### config.mk
export PLATFORM = sky130hd
export DESIGN_NAME = b2b_perm_net
export DESIGN_NICKNAME = d
export VERILOG_FILES = /design/src/rtl/b2b_perm_pkg.sv /design/src/rtl/b2b_perm_stage.sv /design/src/rtl/b2b_perm_fabric.sv /design/src/rtl/b2b_perm_ctrl_store.sv /design/src/rtl/b2b_perm_net.sv
export SDC_FILE = /design/constraint.sdc
export NUM_CORES = 1
export LEC_CHECK = 0
export BUFFER_PORTS_ARGS = -buffer_cell sky130_fd_sc_hd__buf_4
export CELL_PAD_IN_SITES_DETAIL_PLACEMENT = 0
export CELL_PAD_IN_SITES_GLOBAL_PLACEMENT = 1
export CORE_ASPECT_RATIO = 0.6
export CORE_MARGIN = 2
export CORE_UTILIZATION = 49
export DETAILED_ROUTE_END_ITERATION = 8
export GPL_TIMING_DRIVEN = 0
export PLACE_DENSITY = 0.79
export SYNTH_ARGS = -nofsm -noshare
export SYNTH_HDL_FRONTEND = slang
export SYNTH_SLANG_ARGS = --single-unit
### constraint.sdc
create_clock -name clk_i -period 3.15 [get_ports clk_i]
set_input_delay 0.63 -clock clk_i [delete_from_list [all_inputs] [get_ports clk_i]]
set_output_delay 0.63 -clock clk_i [all_outputs]
set_load 0.01 [all_outputs]
### src/rtl/b2b_perm_pkg.sv
package b2b_perm_pkg;

  // partner distance of stage s in a network of 2^log2n lanes
  function automatic int stage_dist(input int log2n, input int s);
    if (s < log2n) return 1 << (log2n - 1 - s);
    else           return 1 << (s - log2n + 1);
  endfunction

endpackage

### src/rtl/b2b_perm_stage.sv
module b2b_perm_stage #(
  parameter int LANES = 8,
  parameter int WIDTH = 8,
  parameter int DIST  = 4
) (
  input  logic [LANES*WIDTH-1:0] lanes_i,
  input  logic [LANES-1:0]       sel_i,
  output logic [LANES*WIDTH-1:0] lanes_o
);

  for (genvar j = 0; j < LANES; j++) begin : g_mux
    localparam int PARTNER = j ^ DIST;
    assign lanes_o[j*WIDTH +: WIDTH] = sel_i[j] ? lanes_i[PARTNER*WIDTH +: WIDTH]
                                                : lanes_i[j*WIDTH +: WIDTH];
  end

endmodule

### src/rtl/b2b_perm_fabric.sv
module b2b_perm_fabric #(
  parameter int LANES_LOG2 = 3,
  parameter int WIDTH      = 8,
  localparam int LANES     = 1 << LANES_LOG2,
  localparam int STAGES    = 2 * LANES_LOG2 - 1,
  localparam int SEL_BITS  = LANES * STAGES
) (
  input  logic [LANES*WIDTH-1:0] data_i,
  input  logic [SEL_BITS-1:0]    sel_i,
  output logic [LANES*WIDTH-1:0] data_o
);

  logic [LANES*WIDTH-1:0] link [STAGES+1];

  assign link[0] = data_i;

  for (genvar s = 0; s < STAGES; s++) begin : g_stage
    b2b_perm_stage #(
      .LANES (LANES),
      .WIDTH (WIDTH),
      .DIST  (b2b_perm_pkg::stage_dist(LANES_LOG2, s))
    ) u_stage (
      .lanes_i (link[s]),
      .sel_i   (sel_i[s*LANES +: LANES]),
      .lanes_o (link[s+1])
    );
  end

  assign data_o = link[STAGES];

endmodule

### src/rtl/b2b_perm_ctrl_store.sv
module b2b_perm_ctrl_store #(
  parameter int ENTRIES  = 8,
  parameter int SEL_BITS = 40,
  localparam int AW      = $clog2(ENTRIES)
) (
  input  logic                clk_i,
  input  logic                rst_ni,
  input  logic                wr_en_i,
  input  logic [AW-1:0]       wr_addr_i,
  input  logic [SEL_BITS-1:0] wr_data_i,
  input  logic [AW-1:0]       rd_addr_i,
  output logic [SEL_BITS-1:0] sel_o
);

  logic [SEL_BITS-1:0] mem_q [ENTRIES];

  always_ff @(posedge clk_i or negedge rst_ni) begin
    if (!rst_ni) begin
      for (int e = 0; e < ENTRIES; e++) mem_q[e] <= '0;
    end else if (wr_en_i) begin
      mem_q[wr_addr_i] <= wr_data_i;
    end
  end

  // registered read: same-edge write is not visible yet
  always_ff @(posedge clk_i or negedge rst_ni) begin
    if (!rst_ni) sel_o <= '0;
    else         sel_o <= mem_q[rd_addr_i];
  end

endmodule

### src/rtl/b2b_perm_net.sv
module b2b_perm_net #(
  parameter int LANES_LOG2 = 3,
  parameter int WIDTH      = 8,
  parameter int ENTRIES    = 8,
  localparam int LANES     = 1 << LANES_LOG2,
  localparam int STAGES    = 2 * LANES_LOG2 - 1,
  localparam int SEL_BITS  = LANES * STAGES,
  localparam int AW        = $clog2(ENTRIES)
) (
  input  logic                   clk_i,
  input  logic                   rst_ni,
  input  logic [LANES*WIDTH-1:0] data_i,
  input  logic [AW-1:0]          perm_id_i,
  input  logic                   wr_en_i,
  input  logic [AW-1:0]          wr_addr_i,
  input  logic [SEL_BITS-1:0]    wr_data_i,
  output logic [LANES*WIDTH-1:0] data_o
);

  logic [LANES*WIDTH-1:0] data_q;
  logic [SEL_BITS-1:0]    sel_q;

  always_ff @(posedge clk_i or negedge rst_ni) begin
    if (!rst_ni) data_q <= '0;
    else         data_q <= data_i;
  end

  b2b_perm_ctrl_store #(
    .ENTRIES  (ENTRIES),
    .SEL_BITS (SEL_BITS)
  ) u_store (
    .clk_i     (clk_i),
    .rst_ni    (rst_ni),
    .wr_en_i   (wr_en_i),
    .wr_addr_i (wr_addr_i),
    .wr_data_i (wr_data_i),
    .rd_addr_i (perm_id_i),
    .sel_o     (sel_q)
  );

  b2b_perm_fabric #(
    .LANES_LOG2 (LANES_LOG2),
    .WIDTH      (WIDTH)
  ) u_fabric (
    .data_i (data_q),
    .sel_i  (sel_q),
    .data_o (data_o)
  );

endmodule

==> impl_summary.log, run 1 <==
INFO  metric synthesis.area = 20,200 µm²
INFO  metric synth_area_per_cell = 14.0 µm²
INFO  metric initial_core_utilization = 49.8%
INFO  metric worst-endpoint-arrival = 2.55 ns
INFO  metric worst_setup_path_start_kind = register
INFO  metric clock-skew-final = 0.0124 ns
INFO  metric worst_hold_slack = 0.166 ns
INFO  metric drv_slew = 0
INFO  metric grt_util_met3 = 7.65%
INFO  metric timing.hold.worst.class = primary input to register
INFO  metric ys_types = 24
INFO  metric grt_use_met1 = 44.3%
INFO  metric final_cells = 2,242
INFO  metric drt-wirelength-per-cell = 28.1 µm
INFO  metric synth.yosys.warnings = 0
INFO  metric fin_crit = 3.18 ns
INFO  metric number_of_nets_in_the_finished_design = 1,792
INFO  metric placed_cells = 2,148
INFO  metric grt_pass1_wl = 93.9 mm
INFO  metric finalWirelength = 63.1 mm
INFO  metric result_of_the_run = finished, violations left
INFO  metric cts-buffers-inserted = 41
INFO  metric drc_errors = 0
INFO  metric worst_hold_path.endpoint = data_q[0]
INFO  metric ff2ff_path_depth = 2
INFO  metric antenna_left = 0
INFO  metric num_vias = 14,700
INFO  metric critical_path_class = register to primary output
INFO  metric detailedRoute.firstPassIterationCount = 6
INFO  metric post_route_cells_drive_above_1_share = 53.3%
INFO  metric area_used_by_sequential_logic_in_the_layout = 10,600 µm²
INFO  metric global_route.usage.total = 29.4%
INFO  metric grt.busiest_layer = met1
INFO  metric drv_cap = 0
INFO  metric clkSlewWorstSetupHoldPaths = 0.06 ns
INFO  metric final_util = 62.1%
INFO  metric cp_num_buf_inv = 1
INFO  metric grt_setup_unrepaired = true
INFO  metric synth_ff_type = sky130_fd_sc_hd__dfrtp_1
INFO  metric power_per_cell_area = 812 nW/µm²
INFO  metric num_io_pins = 177
INFO  metric groute.layer.met2.usage = 43.4%
INFO  metric slowest_delay = 0.54 ns
INFO  metric max_freq = 0.314 GHz
INFO  metric die_width = 266 µm
INFO  metric clkSinkCount = 424
INFO  metric finalWeightedCongestion = 1.02
INFO  metric timing.critical_path.slowest_stage_cell = sky130_fd_sc_hd__o22ai_1
INFO  metric fin_crit_sh = 101%
INFO  metric netlist_instances = 1,440
INFO  metric critical_path.reg2reg.endpoint = u_store.sel_o[19]
INFO  metric violated_checks = negative setup slack
INFO  metric clockBufferDepth = 3
INFO  metric floorplan.core_area = 40,600 µm²
INFO  metric drt-initial-drc-count = 1,791
INFO  metric critical_path.top_delay_family = compound AO/OA/AOI/OAI gates
INFO  metric numPortBuffers = 173
INFO  metric critical_path.endpoint_type = primary output
INFO  metric ctsRootBufferMaster = sky130_fd_sc_hd__clkbuf_16
INFO  metric max_slew.worst_pin.slew = 0.943 ns
INFO  metric post_synth_main_area_contributors = sky130_fd_sc_hd__dfrtp_1 (52%), sky130_fd_sc_hd__mux2_2 (19%), sky130_fd_sc_hd__mux4_2 (8.9%)
INFO  metric final_critical_path_setup_slack = -0.0329 ns
INFO  metric finalSetupTns = -0.201 ns
INFO  metric synth_edf_count = 0
INFO  metric synth_top_area_share = 52.5%
INFO  metric yosys_register_bits = 424
INFO  metric area_taken_by_multi_input_logic_gates = 10,300 µm²
INFO  metric grt_antenna_before_repair = 3
INFO  metric preCtsSetupSlack = 0.0907 ns
INFO  metric grt_pass1_vias = 14,600
INFO  metric postLayoutCellArea = 25,200 µm²
INFO  metric post_dp_cell_area = 22,300 µm²
INFO  metric min-delay-start = data_i[0]
INFO  metric pleak = 10.2 nW
INFO  metric yosysTopAreaCell = sky130_fd_sc_hd__dfrtp_1
INFO  metric detailedPlacementHpwl = 44.8 mm
INFO  metric die_h = 161 µm
INFO  metric power = 20.5 mW
INFO  metric timing.critical_path.cells = nand2b_1 -> o22ai_1 -> o32ai_2 -> o221ai_2 -> buf_4
INFO  metric insertion_delay = 0.57 ns
INFO  metric syn_nets = 1,553
INFO  metric relSlewSlack = 37.1%
INFO  metric peakVddDrop = 0.445 mV
INFO  metric die-area = 43,000 µm²
INFO  metric tritoncts = done
INFO  metric worstHoldPathCells = 1
INFO  metric setup_viol = 14
INFO  metric timing.critical_path.fanout_max = 8
INFO  metric synthToLayoutAreaGrowth = 24.6%
INFO  metric timing.reg2reg.setup_slack = 1.83 ns
INFO  metric asyncSetResetFlopFracSynth = 100%
INFO  metric nFillCells = 3,070
INFO  metric largest_net_degree_at_the_start_of_global_routing = 122
INFO  metric overflow = 0
INFO  metric worst-endpoint-required = 2.52 ns
INFO  metric placementRows = 57
INFO  metric regToRegStartpoint = u_store.mem_q[179]
INFO  metric via_per_inst = 6.57
INFO  metric h_tree_lvls = 2
INFO  metric finalHoldViolCount = 0
INFO  metric synth_sequential_area_ratio = 52.5%
[how the worst max path moves through the flow]
stage	start	to	slack (ns)	cells past startpoint
floorplan	u_store.sel_o[9]	data_o[13]	1.02	6
global placement	rst_ni	u_store.mem_q[226]	-2.67	1
detailed placement	u_store.sel_o[0]	data_o[44]	0.09	6
CTS	u_store.sel_o[3]	data_o[16]	-0.04	6
global route	u_store.sel_o[0]	data_o[18]	-0.08	6
finish	u_store.sel_o[10]	data_o[60]	-0.03	5
[cells by family (layout without fill, tap and decap cells)]
kind of cell	after synthesis	count (layout)	synth area share (%)
AO/OA/AOI/OAI	312	312	10.9
buffers and inverters	110	379	2.38
multiplexers	504	504	32.1
flip-flops	424	424	52.5
AND/OR/NAND/NOR	90	90	2.16
other	0	2	0
[routing by layer]
metal  share of wire [%]  vias up  wire, µm
met2                  44      721     27900
met4                 2.2        0      1370
li1                    -     6180         -
met5                   0        -         0
met3                 9.4      117      5950
met1                  44     7703     27900
[layout make-up]
type	instances	area share (%)
repair buffers	207	6.74
inverters	12	0.194
flip-flops and latches	424	42.1
plain buffers	87	1.82
diodes	2	0.0199
clock buffers	61	4.81
clock inverters	12	0.670
multi-input cells	906	41.0
well taps	531	2.64
[state kept, by name (all words and copies together) (netlist names)]
register,flops
u_store.mem_q,320
data_q,64
u_store.sel_o,40
[cells in the final DEF (no fill, tap or decap), types with 7 or more instances in the layout]
cell	instances
sky130_fd_sc_hd__o22ai_2	25
sky130_fd_sc_hd__buf_2	38
sky130_fd_sc_hd__buf_4	199
sky130_fd_sc_hd__clkbuf_16	42
sky130_fd_sc_hd__clkbuf_8	9
sky130_fd_sc_hd__mux2i_4	38
sky130_fd_sc_hd__nand2_1	17
sky130_fd_sc_hd__buf_1	12
sky130_fd_sc_hd__o221ai_1	64
sky130_fd_sc_hd__o22ai_1	87
sky130_fd_sc_hd__o211ai_1	20
sky130_fd_sc_hd__clkbuf_1	32
sky130_fd_sc_hd__nand2b_1	16
sky130_fd_sc_hd__mux2_2	350
sky130_fd_sc_hd__mux4_2	80
sky130_fd_sc_hd__o21ai_0	60
sky130_fd_sc_hd__mux2_1	10
sky130_fd_sc_hd__dfrtp_1	421
sky130_fd_sc_hd__nor2_1	40
sky130_fd_sc_hd__o221ai_2	24
sky130_fd_sc_hd__o32ai_2	26
sky130_fd_sc_hd__inv_1	9
sky130_fd_sc_hd__or2_2	7
sky130_fd_sc_hd__mux2i_2	25
[synthesized netlist by cell type (10+ instances only)]
cell type                    n
sky130_fd_sc_hd__o21ai_0    60
sky130_fd_sc_hd__o221ai_1   88
sky130_fd_sc_hd__nand2_1    17
sky130_fd_sc_hd__mux2_2    350
sky130_fd_sc_hd__dfrtp_1   424
sky130_fd_sc_hd__inv_1      10
sky130_fd_sc_hd__o211ai_1   20
sky130_fd_sc_hd__mux4_2     80
sky130_fd_sc_hd__buf_1      16
sky130_fd_sc_hd__mux2_1     10
sky130_fd_sc_hd__clkbuf_1   37
sky130_fd_sc_hd__o22ai_1   112
sky130_fd_sc_hd__buf_2      43
sky130_fd_sc_hd__o32ai_1    32
sky130_fd_sc_hd__nand2b_1   17
sky130_fd_sc_hd__nor2_1     40
sky130_fd_sc_hd__mux2i_1    64
[power by group]
part | switching, mW | internal (mW)
Sequential | 0.744 | 6.55
Clock | 2.16 | 2.93
Combinational | 4.32 | 3.76
Total | 7.22 | 13.2
[repair_timing]
| action | in CTS | in global routing |
|---|---|---|
| buffers inserted | 7 | 22 |
| gates cloned | 0 | 0 |
| hold buffers | 1 | 0 |
| pin swaps | 6 | 14 |
| gates resized for setup | 139 | 84 |
| hold endpoints to repair | 15 | 0 |
| setup endpoints to repair | 64 | 62 |
Power figures use the tool's default switching activity.
==> run 2, diff against run 1 <==
--- a/config.mk
+++ b/config.mk
@@ -11,9 +11,11 @@
 export CORE_ASPECT_RATIO = 0.6
 export CORE_MARGIN = 2
 export CORE_UTILIZATION = 49
+export CTS_CLUSTER_SIZE = 8
 export DETAILED_ROUTE_END_ITERATION = 8
 export GPL_TIMING_DRIVEN = 0
-export PLACE_DENSITY = 0.79
+export PLACE_DENSITY = 0.76
 export SYNTH_ARGS = -nofsm -noshare
 export SYNTH_HDL_FRONTEND = slang
+export SYNTH_HIERARCHICAL = 1
 export SYNTH_SLANG_ARGS = --single-unit
==> run 2 against run 1 <==
The run still ends with negative setup slack left. Sequential power down 2%. Global-route usage shrank 5.3 points. Final cell count down 5.7%. Count of clock-buffer cells in the layout shrank 3. Critical path depth rose by 2. Setup slack got worse by 0.23 ns. Non-clock buffer count shrank 22. Die area grew 11%. Sequential share of layout area is 1.8 points lower. Critical path type unchanged. Largest cell class is now multi-input combinational cells.
==> impl_summary.log, run 2 <==
INFO  metric result_of_the_run = finished, violations left
INFO  metric violated_checks = negative setup slack
INFO  metric finalSetupTns = -13.96 ns
INFO  metric cts-buffers-inserted = 58
INFO  metric setup_viol = 64
INFO  metric critical_path_class = register to primary output
INFO  metric clockBufferDepth = 3
INFO  metric grt_pass1_wl = 85.1 mm
INFO  metric final_critical_path_setup_slack = -0.264 ns
INFO  metric floorplan.core_area = 45,000 µm²
INFO  metric syn_nets = 1,399
INFO  metric number_of_nets_in_the_finished_design = 1,637
INFO  metric clkSlewWorstSetupHoldPaths = 0.06 ns
INFO  metric synthToLayoutAreaGrowth = 17.4%
INFO  metric worst-endpoint-required = 2.52 ns
INFO  metric die_h = 170 µm
INFO  metric largest_register_ffs = 320
INFO  metric max_freq = 0.293 GHz
INFO  metric nFillCells = 3,405
INFO  metric finalWeightedCongestion = 0.790
INFO  metric detailedRoute.firstPassIterationCount = 4
INFO  metric final_cell_mix = sky130_fd_sc_hd__dfrtp_1 (424), sky130_fd_sc_hd__mux2_2 (347), sky130_fd_sc_hd__mux2_4 (320), sky130_fd_sc_hd__buf_6 (112), sky130_fd_sc_hd__buf_4 (108)
INFO  metric area_taken_by_multi_input_logic_gates = 11,000 µm²
INFO  metric pleak = 12.2 nW
INFO  metric area_used_by_sequential_logic_in_the_layout = 10,600 µm²
INFO  metric worst-endpoint-arrival = 2.78 ns
INFO  metric synth.yosys.warnings = 6
INFO  metric h_tree_lvls = 2
INFO  metric finalWirelength = 56.3 mm
INFO  metric drt-wirelength-per-cell = 26.6 µm
INFO  metric antenna_left = 0
INFO  metric global_route.usage.total = 24.1%
INFO  metric synth.cells.most_frequent = sky130_fd_sc_hd__dfrtp_1 (424), sky130_fd_sc_hd__mux2_2 (347), sky130_fd_sc_hd__mux2_4 (320)
INFO  metric cell_with_the_most_instances_after_synthesis = sky130_fd_sc_hd__dfrtp_1
INFO  metric numPortBuffers = 173
INFO  metric post_route_cells_drive_above_1_share = 64.9%
INFO  metric insertion_delay = 0.59 ns
INFO  metric synth_sequential_area_ratio = 47.3%
INFO  metric timing.hold.worst.class = primary input to register
INFO  metric clkSinkCount = 424
INFO  metric worst_hold_slack = 0.154 ns
INFO  metric initial_core_utilization = 49.8%
INFO  metric tritoncts = done
INFO  metric drv_slew = 0
INFO  metric synth_area_per_cell = 17.4 µm²
INFO  metric registers.top_by_ff_count = u_store/mem_q
INFO  metric final_util = 58.5%
INFO  metric detailedPlacementHpwl = 40.2 mm
INFO  metric ys_types = 12
INFO  metric relSlewSlack = 35.5%
INFO  metric placementRows = 60
INFO  metric drc_errors = 0
INFO  metric power_per_cell_area = 829 nW/µm²
INFO  metric fin_crit_sh = 108%
INFO  metric yosysTopAreaCell = sky130_fd_sc_hd__dfrtp_1
INFO  metric clock-skew-final = 0.0248 ns
INFO  metric cts_setup_buffers = 0
INFO  metric num_vias = 12,200
INFO  metric peakVddDrop = 0.518 mV
INFO  metric grt_pass1_vias = 13,300
INFO  metric die_width = 280 µm
INFO  metric synth_edf_count = 0
INFO  metric post_synth_main_area_contributors = sky130_fd_sc_hd__dfrtp_1 (47%), sky130_fd_sc_hd__mux2_4 (21%), sky130_fd_sc_hd__mux2_2 (17%)
INFO  metric synthesis.area = 22,400 µm²
INFO  metric synth_top_area_share = 47.3%
INFO  metric timing.critical_path.fanout_max = 8
INFO  metric layout.cells.most_common = sky130_fd_sc_hd__dfrtp_1
INFO  metric layout_top_registers = u_store/mem_q x320, data_q x64, u_store/sel_o x40
INFO  metric critical_path.endpoint_type = primary output
INFO  metric asyncSetResetFlopFracSynth = 100%
INFO  metric drt-initial-drc-count = 725
INFO  metric via_per_inst = 5.79
INFO  metric grt_setup_unrepaired = true
INFO  metric overflow = 0
INFO  metric netlist_instances = 1,286
INFO  metric drv_cap = 0
INFO  metric grt_antenna_before_repair = 3
INFO  metric worst_setup_path_start_kind = register
INFO  metric max_slew.worst_pin.slew = 0.968 ns
INFO  metric fin_crit = 3.41 ns
INFO  metric yosys_register_bits = 424
INFO  metric num_io_pins = 177
INFO  metric largest_net_degree_at_the_start_of_global_routing = 122
INFO  metric die-area = 47,500 µm²
INFO  metric ctsRootBufferMaster = sky130_fd_sc_hd__clkbuf_16
INFO  metric finalHoldViolCount = 0
INFO  metric synth_ff_type = sky130_fd_sc_hd__dfrtp_1
-- run 2: cell types whose count changed in the layout (fill, tap and decap cells not counted), sizes merged, moves of 8 or more --
cell	delta
mux2	+320
o22ai	-112
o221ai	-88
mux2i	-64
o21ai	-60
nor2	-40
o32ai	-32
o211ai	-20
clkbuf	-18
nand2	-17
nand2b	-17
inv	-11
or2	-8
-- run 2: routing by layer --
layer / track usage (%) / wire, µm / vias up
met4: 4.42 / 702 / 0
met5: 0 / 0 / -
met3: 4.06 / 2370 / 57
met1: 34.5 / 26400 / 6574
li1: - / - / 5347
met2: 39.3 / 26800 / 253
-- run 2: cells by family after synthesis --
logic type | synth area share, %
buf+inv | 3.39
simple gates | 0.380
mux | 48.9
flops | 47.3
-- run 2: what timing repair did --
action,4_1_cts,5_1_grt
hold endpoints to repair,38,0
hold buffers,1,0
setup endpoints to repair,64,64
resized for setup,64,1
-- run 2: power breakdown --
group          switching (mW)  internal, mW  leakage (nW)
clock                    2.21          3.21         0.736
combinational            3.62          5.69          6.38
sequential              0.547          6.56          5.07
total                    6.38          15.5          12.2
-- run 2: worst paths after layout --
kind | from | end | slack, ns | depth (start not counted)
min reg2reg | u_store/mem_q[130] | u_store/mem_q[130] | 0.48 | 1
max reg2reg | u_store/mem_q[256] | u_store/sel_o[16] | 1.75 | 2
max | u_store/sel_o[7] | data_o[59] | -0.26 | 7
min | data_i[47] | data_q[47] | 0.15 | 1
min in group asynchronous | rst_ni | u_store/mem_q[163] | 0.51 | 2
max in group asynchronous | rst_ni | u_store/mem_q[197] | 1.39 | 4
-- run 2: through the flow --
| stage | cell area, µm² | setup slack (ns) | instances | power [mW] |
|---|---|---|---|---|
| after floorplan | 22400 | 0.648 | 1286 | 13.2 |
| after global placement | 24500 | -2.65 | 2048 | 15.7 |
| after detailed placement | 24600 | 0.340 | 2052 | 16.0 |
| after CTS | 26300 | -0.284 | 2113 | 22.0 |
| after global routing | 26300 | -0.316 | 2113 | 22.8 |
| final | 26300 | -0.264 | 2114 | 21.8 |
-- run 2: worst max-delay path, stage by stage (launching register included) --
cell	delay, ns
sky130_fd_sc_hd__dfrtp_1	0.38
sky130_fd_sc_hd__buf_6	0.19
sky130_fd_sc_hd__mux2_4	0.34
sky130_fd_sc_hd__mux2_4	0.28
sky130_fd_sc_hd__mux2_4	0.28
sky130_fd_sc_hd__mux2_4	0.29
sky130_fd_sc_hd__mux2_4	0.31
sky130_fd_sc_hd__buf_6	0.13
-- run 2: cell type report --
cell class | count | share of cell area (%)
multi-input combinational | 768 | 42.0
sequential | 424 | 40.3
timing repair buffer | 178 | 6.33
clock buffer | 58 | 5.51
buffer | 94 | 2.90
tap | 589 | 2.80
clock inverter | 2 | 0.190
antenna | 1 | 0.00950
==> run 3, diff against run 2 <==
--- a/config.mk
+++ b/config.mk
@@ -5,6 +5,7 @@
 export SDC_FILE = /design/constraint.sdc
 export NUM_CORES = 1
 export LEC_CHECK = 0
+export ABC_CLOCK_PERIOD_IN_PS = 3150
 export BUFFER_PORTS_ARGS = -buffer_cell sky130_fd_sc_hd__buf_4
 export CELL_PAD_IN_SITES_DETAIL_PLACEMENT = 0
 export CELL_PAD_IN_SITES_GLOBAL_PLACEMENT = 1
==> constraint.sdc (replaced) <==
create_clock -name clk_i -period 3.15 [get_ports clk_i]
set_input_delay 0.315 -clock clk_i [delete_from_list [all_inputs] [get_ports clk_i]]
set_output_delay 0.315 -clock clk_i [all_outputs]
set_load 0.01 [all_outputs]
==> run 3 against run 2 <==
Register-to-register slack about the same. Sequential power about the same. Global-route usage increased by 0.41 points. The run now ends clean. Largest cell class unchanged.
==> impl_summary.log, run 3 (same netlist as run 2, synthesis figures left out) <==
INFO  metric cts-buffers-inserted = 58
INFO  metric pleak = 12.5 nW
INFO  metric cts_setup_buffers = 0
INFO  metric area_taken_by_multi_input_logic_gates = 11,000 µm²
INFO  metric largest_register_ffs = 320
INFO  metric route.met3.wl = 2.38 mm
INFO  metric finalWirelength = 57.3 mm
INFO  metric top_signal_layer_used = met4
INFO  metric finalHoldViolCount = 0
INFO  metric post_route_cells_drive_above_1_share = 61.0%
INFO  metric detailedPlacementHpwl = 40.2 mm
INFO  metric antenna_left = 0
INFO  metric detailroute.wirelength.met2 = 27.5 mm
INFO  metric grt_setup_unrepaired = true
INFO  metric p_sw = 6.31 mW
INFO  metric timing.critical_path.slowest_stage_cell = sky130_fd_sc_hd__dfrtp_1
INFO  metric finalWeightedCongestion = 0.790
INFO  metric timing.critical_path.cells = buf_6 -> mux2_4 -> mux2_4 -> mux2_4 -> mux2_4 -> mux2_4 -> buf_6
INFO  metric max_slew.worst_pin.slew = 0.982 ns
INFO  metric clockBufferDepth = 3
INFO  metric ctsRootBufferMaster = sky130_fd_sc_hd__clkbuf_16
INFO  metric power.internal = 15.2 mW
INFO  metric initial_core_utilization = 49.8%
INFO  metric power_per_cell_area = 795 nW/µm²
INFO  metric drv_cap = 0
INFO  metric post_dp_cell_area = 24,600 µm²
INFO  metric insertion_delay = 0.59 ns
INFO  metric combinationalPowerShare = 41.8%
INFO  metric number_of_nets_in_the_finished_design = 1,733
INFO  metric cp-startpoint = u_store/sel_o[7]
INFO  metric synthToLayoutAreaGrowth = 20.9%
INFO  metric max_freq = 0.322 GHz
INFO  metric peakVddDrop = 0.508 mV
INFO  metric clkSlewWorstSetupHoldPaths = 0.05 ns
INFO  metric global_route.usage.total = 24.5%
INFO  metric clock-skew-final = 0.0299 ns
INFO  metric grt_pass1_wl = 86.7 mm
INFO  metric critical_path.endpoint_type = primary output
INFO  metric largest_net_degree_at_the_start_of_global_routing = 122
INFO  metric drt-initial-drc-count = 727
INFO  metric nFillCells = 3,342
INFO  metric worst_setup_path_start_kind = register
INFO  metric regToRegStartpoint = u_store/mem_q[259]
INFO  metric tritoncts = done
INFO  metric numPortBuffers = 173
INFO  metric timing.hold.worst.class = primary input to register
INFO  metric die_width = 280 µm
INFO  metric num_vias = 12,600
INFO  metric clock_power_share = 25.2%
INFO  metric fin_crit = 3.10 ns
INFO  metric postLayoutCellArea = 27,100 µm²
INFO  metric drc_errors = 0
INFO  metric die_h = 170 µm
INFO  metric timing.reg2reg.setup_slack = 1.75 ns
INFO  metric fin_crit_sh = 98.5%
INFO  metric cp_common_cell = sky130_fd_sc_hd__mux2_4
INFO  metric overflow = 0
INFO  metric worst_hold_slack = 0.0231 ns
INFO  metric grt_pass1_vias = 13,700
INFO  metric num_io_pins = 177
INFO  metric relSlewSlack = 34.5%
INFO  metric critical_path_class = register to primary output
INFO  metric ff2ff_path_depth = 2
INFO  metric sequential_share_of_power = 33.0%
INFO  metric drv_slew = 0
INFO  metric floorplan.core_area = 45,000 µm²
INFO  metric area_used_by_sequential_logic_in_the_layout = 10,600 µm²
INFO  metric final_util = 60.3%
INFO  metric critical_path.reg2reg.endpoint = u_store/sel_o[19]
INFO  metric timing.critical_path.fanout_max = 8
INFO  metric worst-endpoint-required = 2.83 ns
INFO  metric drt-wirelength-per-cell = 25.9 µm
INFO  metric registers.top_by_ff_count = u_store/mem_q
INFO  metric grt_antenna_before_repair = 3
INFO  metric power = 21.5 mW
INFO  metric h_tree_lvls = 2
INFO  metric result_of_the_run = completed
INFO  metric endpoint = data_o[59]
INFO  metric final_cell_mix = sky130_fd_sc_hd__dfrtp_1 (424), sky130_fd_sc_hd__mux2_2 (347), sky130_fd_sc_hd__mux2_4 (320), sky130_fd_sc_hd__buf_4 (159), sky130_fd_sc_hd__dlygate4sd3_1 (97)
INFO  metric worst-endpoint-arrival = 2.79 ns
INFO  metric min-delay-start = wr_data_i[22]
INFO  metric setup_viol = 0
INFO  metric slowest_delay = 0.38 ns
INFO  metric layout.cells.most_common = sky130_fd_sc_hd__dfrtp_1
INFO  metric netSwitchingFraction = 29.3%
INFO  metric via_per_inst = 5.69
INFO  metric die-area = 47,500 µm²
INFO  metric placementRows = 60
INFO  metric layout_top_registers = u_store/mem_q x320, data_q x64, u_store/sel_o x40
INFO  metric clkSinkCount = 424
INFO  metric met1_length = 26.7 mm
INFO  metric detailedRoute.firstPassIterationCount = 4
-- run 3: layer usage --
metal	track usage, %	vias to the layer above
met5	0	-
met4	4.42	0
met3	4.02	53
met2	40.5	241
met1	34.7	6723
li1	-	5547
-- run 3: worst min-delay path by stage --
stage                               to  slack, ns  cells past startpoint
floorplan                    data_q[0]       0.02                      0
global placement            data_q[12]       0.42                      1
detailed placement  u_store/mem_q[163]       0.22                      1
CTS                 u_store/mem_q[102]      0.002                      2
global route        u_store/mem_q[142]       0.01                      2
finish              u_store/mem_q[102]       0.02                      2
-- run 3: through the flow --
stage | setup TNS, ns | cells | worst slack (ns)
global route | -0.000719 | 2209 | -0.000719
detailed placement | 0 | 2052 | 0.655
finish | 0 | 2210 | 0.0473
global placement | -970.84 | 2048 | -2.34
floorplan | 0 | 1286 | 0.963
CTS | 0 | 2209 | 0.0103
-- run 3: area by class of cell --
| type | count | share of cell area, % |
|---|---|---|
| flip-flops and latches | 424 | 39.2 |
| plain buffers | 94 | 2.82 |
| repair buffers | 274 | 8.99 |
| diodes | 1 | 0.00923 |
| well taps | 589 | 2.72 |
| clock inverters | 2 | 0.185 |
| multi-input cells | 768 | 40.8 |
| clock buffers | 58 | 5.36 |
-- run 3: what timing repair did --
| action | in CTS | in global routing |
|---|---|---|
| hold endpoints to repair | 276 | 0 |
| setup endpoints to repair | 0 | 13 |
| gates resized for setup | 0 | 14 |
| hold buffers | 97 | 0 |
-- run 3: power by group through the flow --
| stage | sequential, mW | clock (mW) | combinational, mW |
|---|---|---|---|
| 2_1_floorplan | 6.96 | 0 | 6.20 |
| 3_3_place_gp | 7.12 | 0 | 8.63 |
| 3_5_place_dp | 7.18 | 0 | 8.81 |
| 4_1_cts | 7.10 | 5.58 | 8.94 |
| 5_1_grt | 7.23 | 5.84 | 9.45 |
| 6_report | 7.11 | 5.42 | 9.02 |
-- run 3: worst max-delay path: cells and delay by family (launching register included) --
| kind | cells | cell delay [ns] |
|---|---|---|
| buffers and inverters | 2 | 0.32 |
| muxes | 5 | 1.50 |
| DFF | 1 | 0.38 |
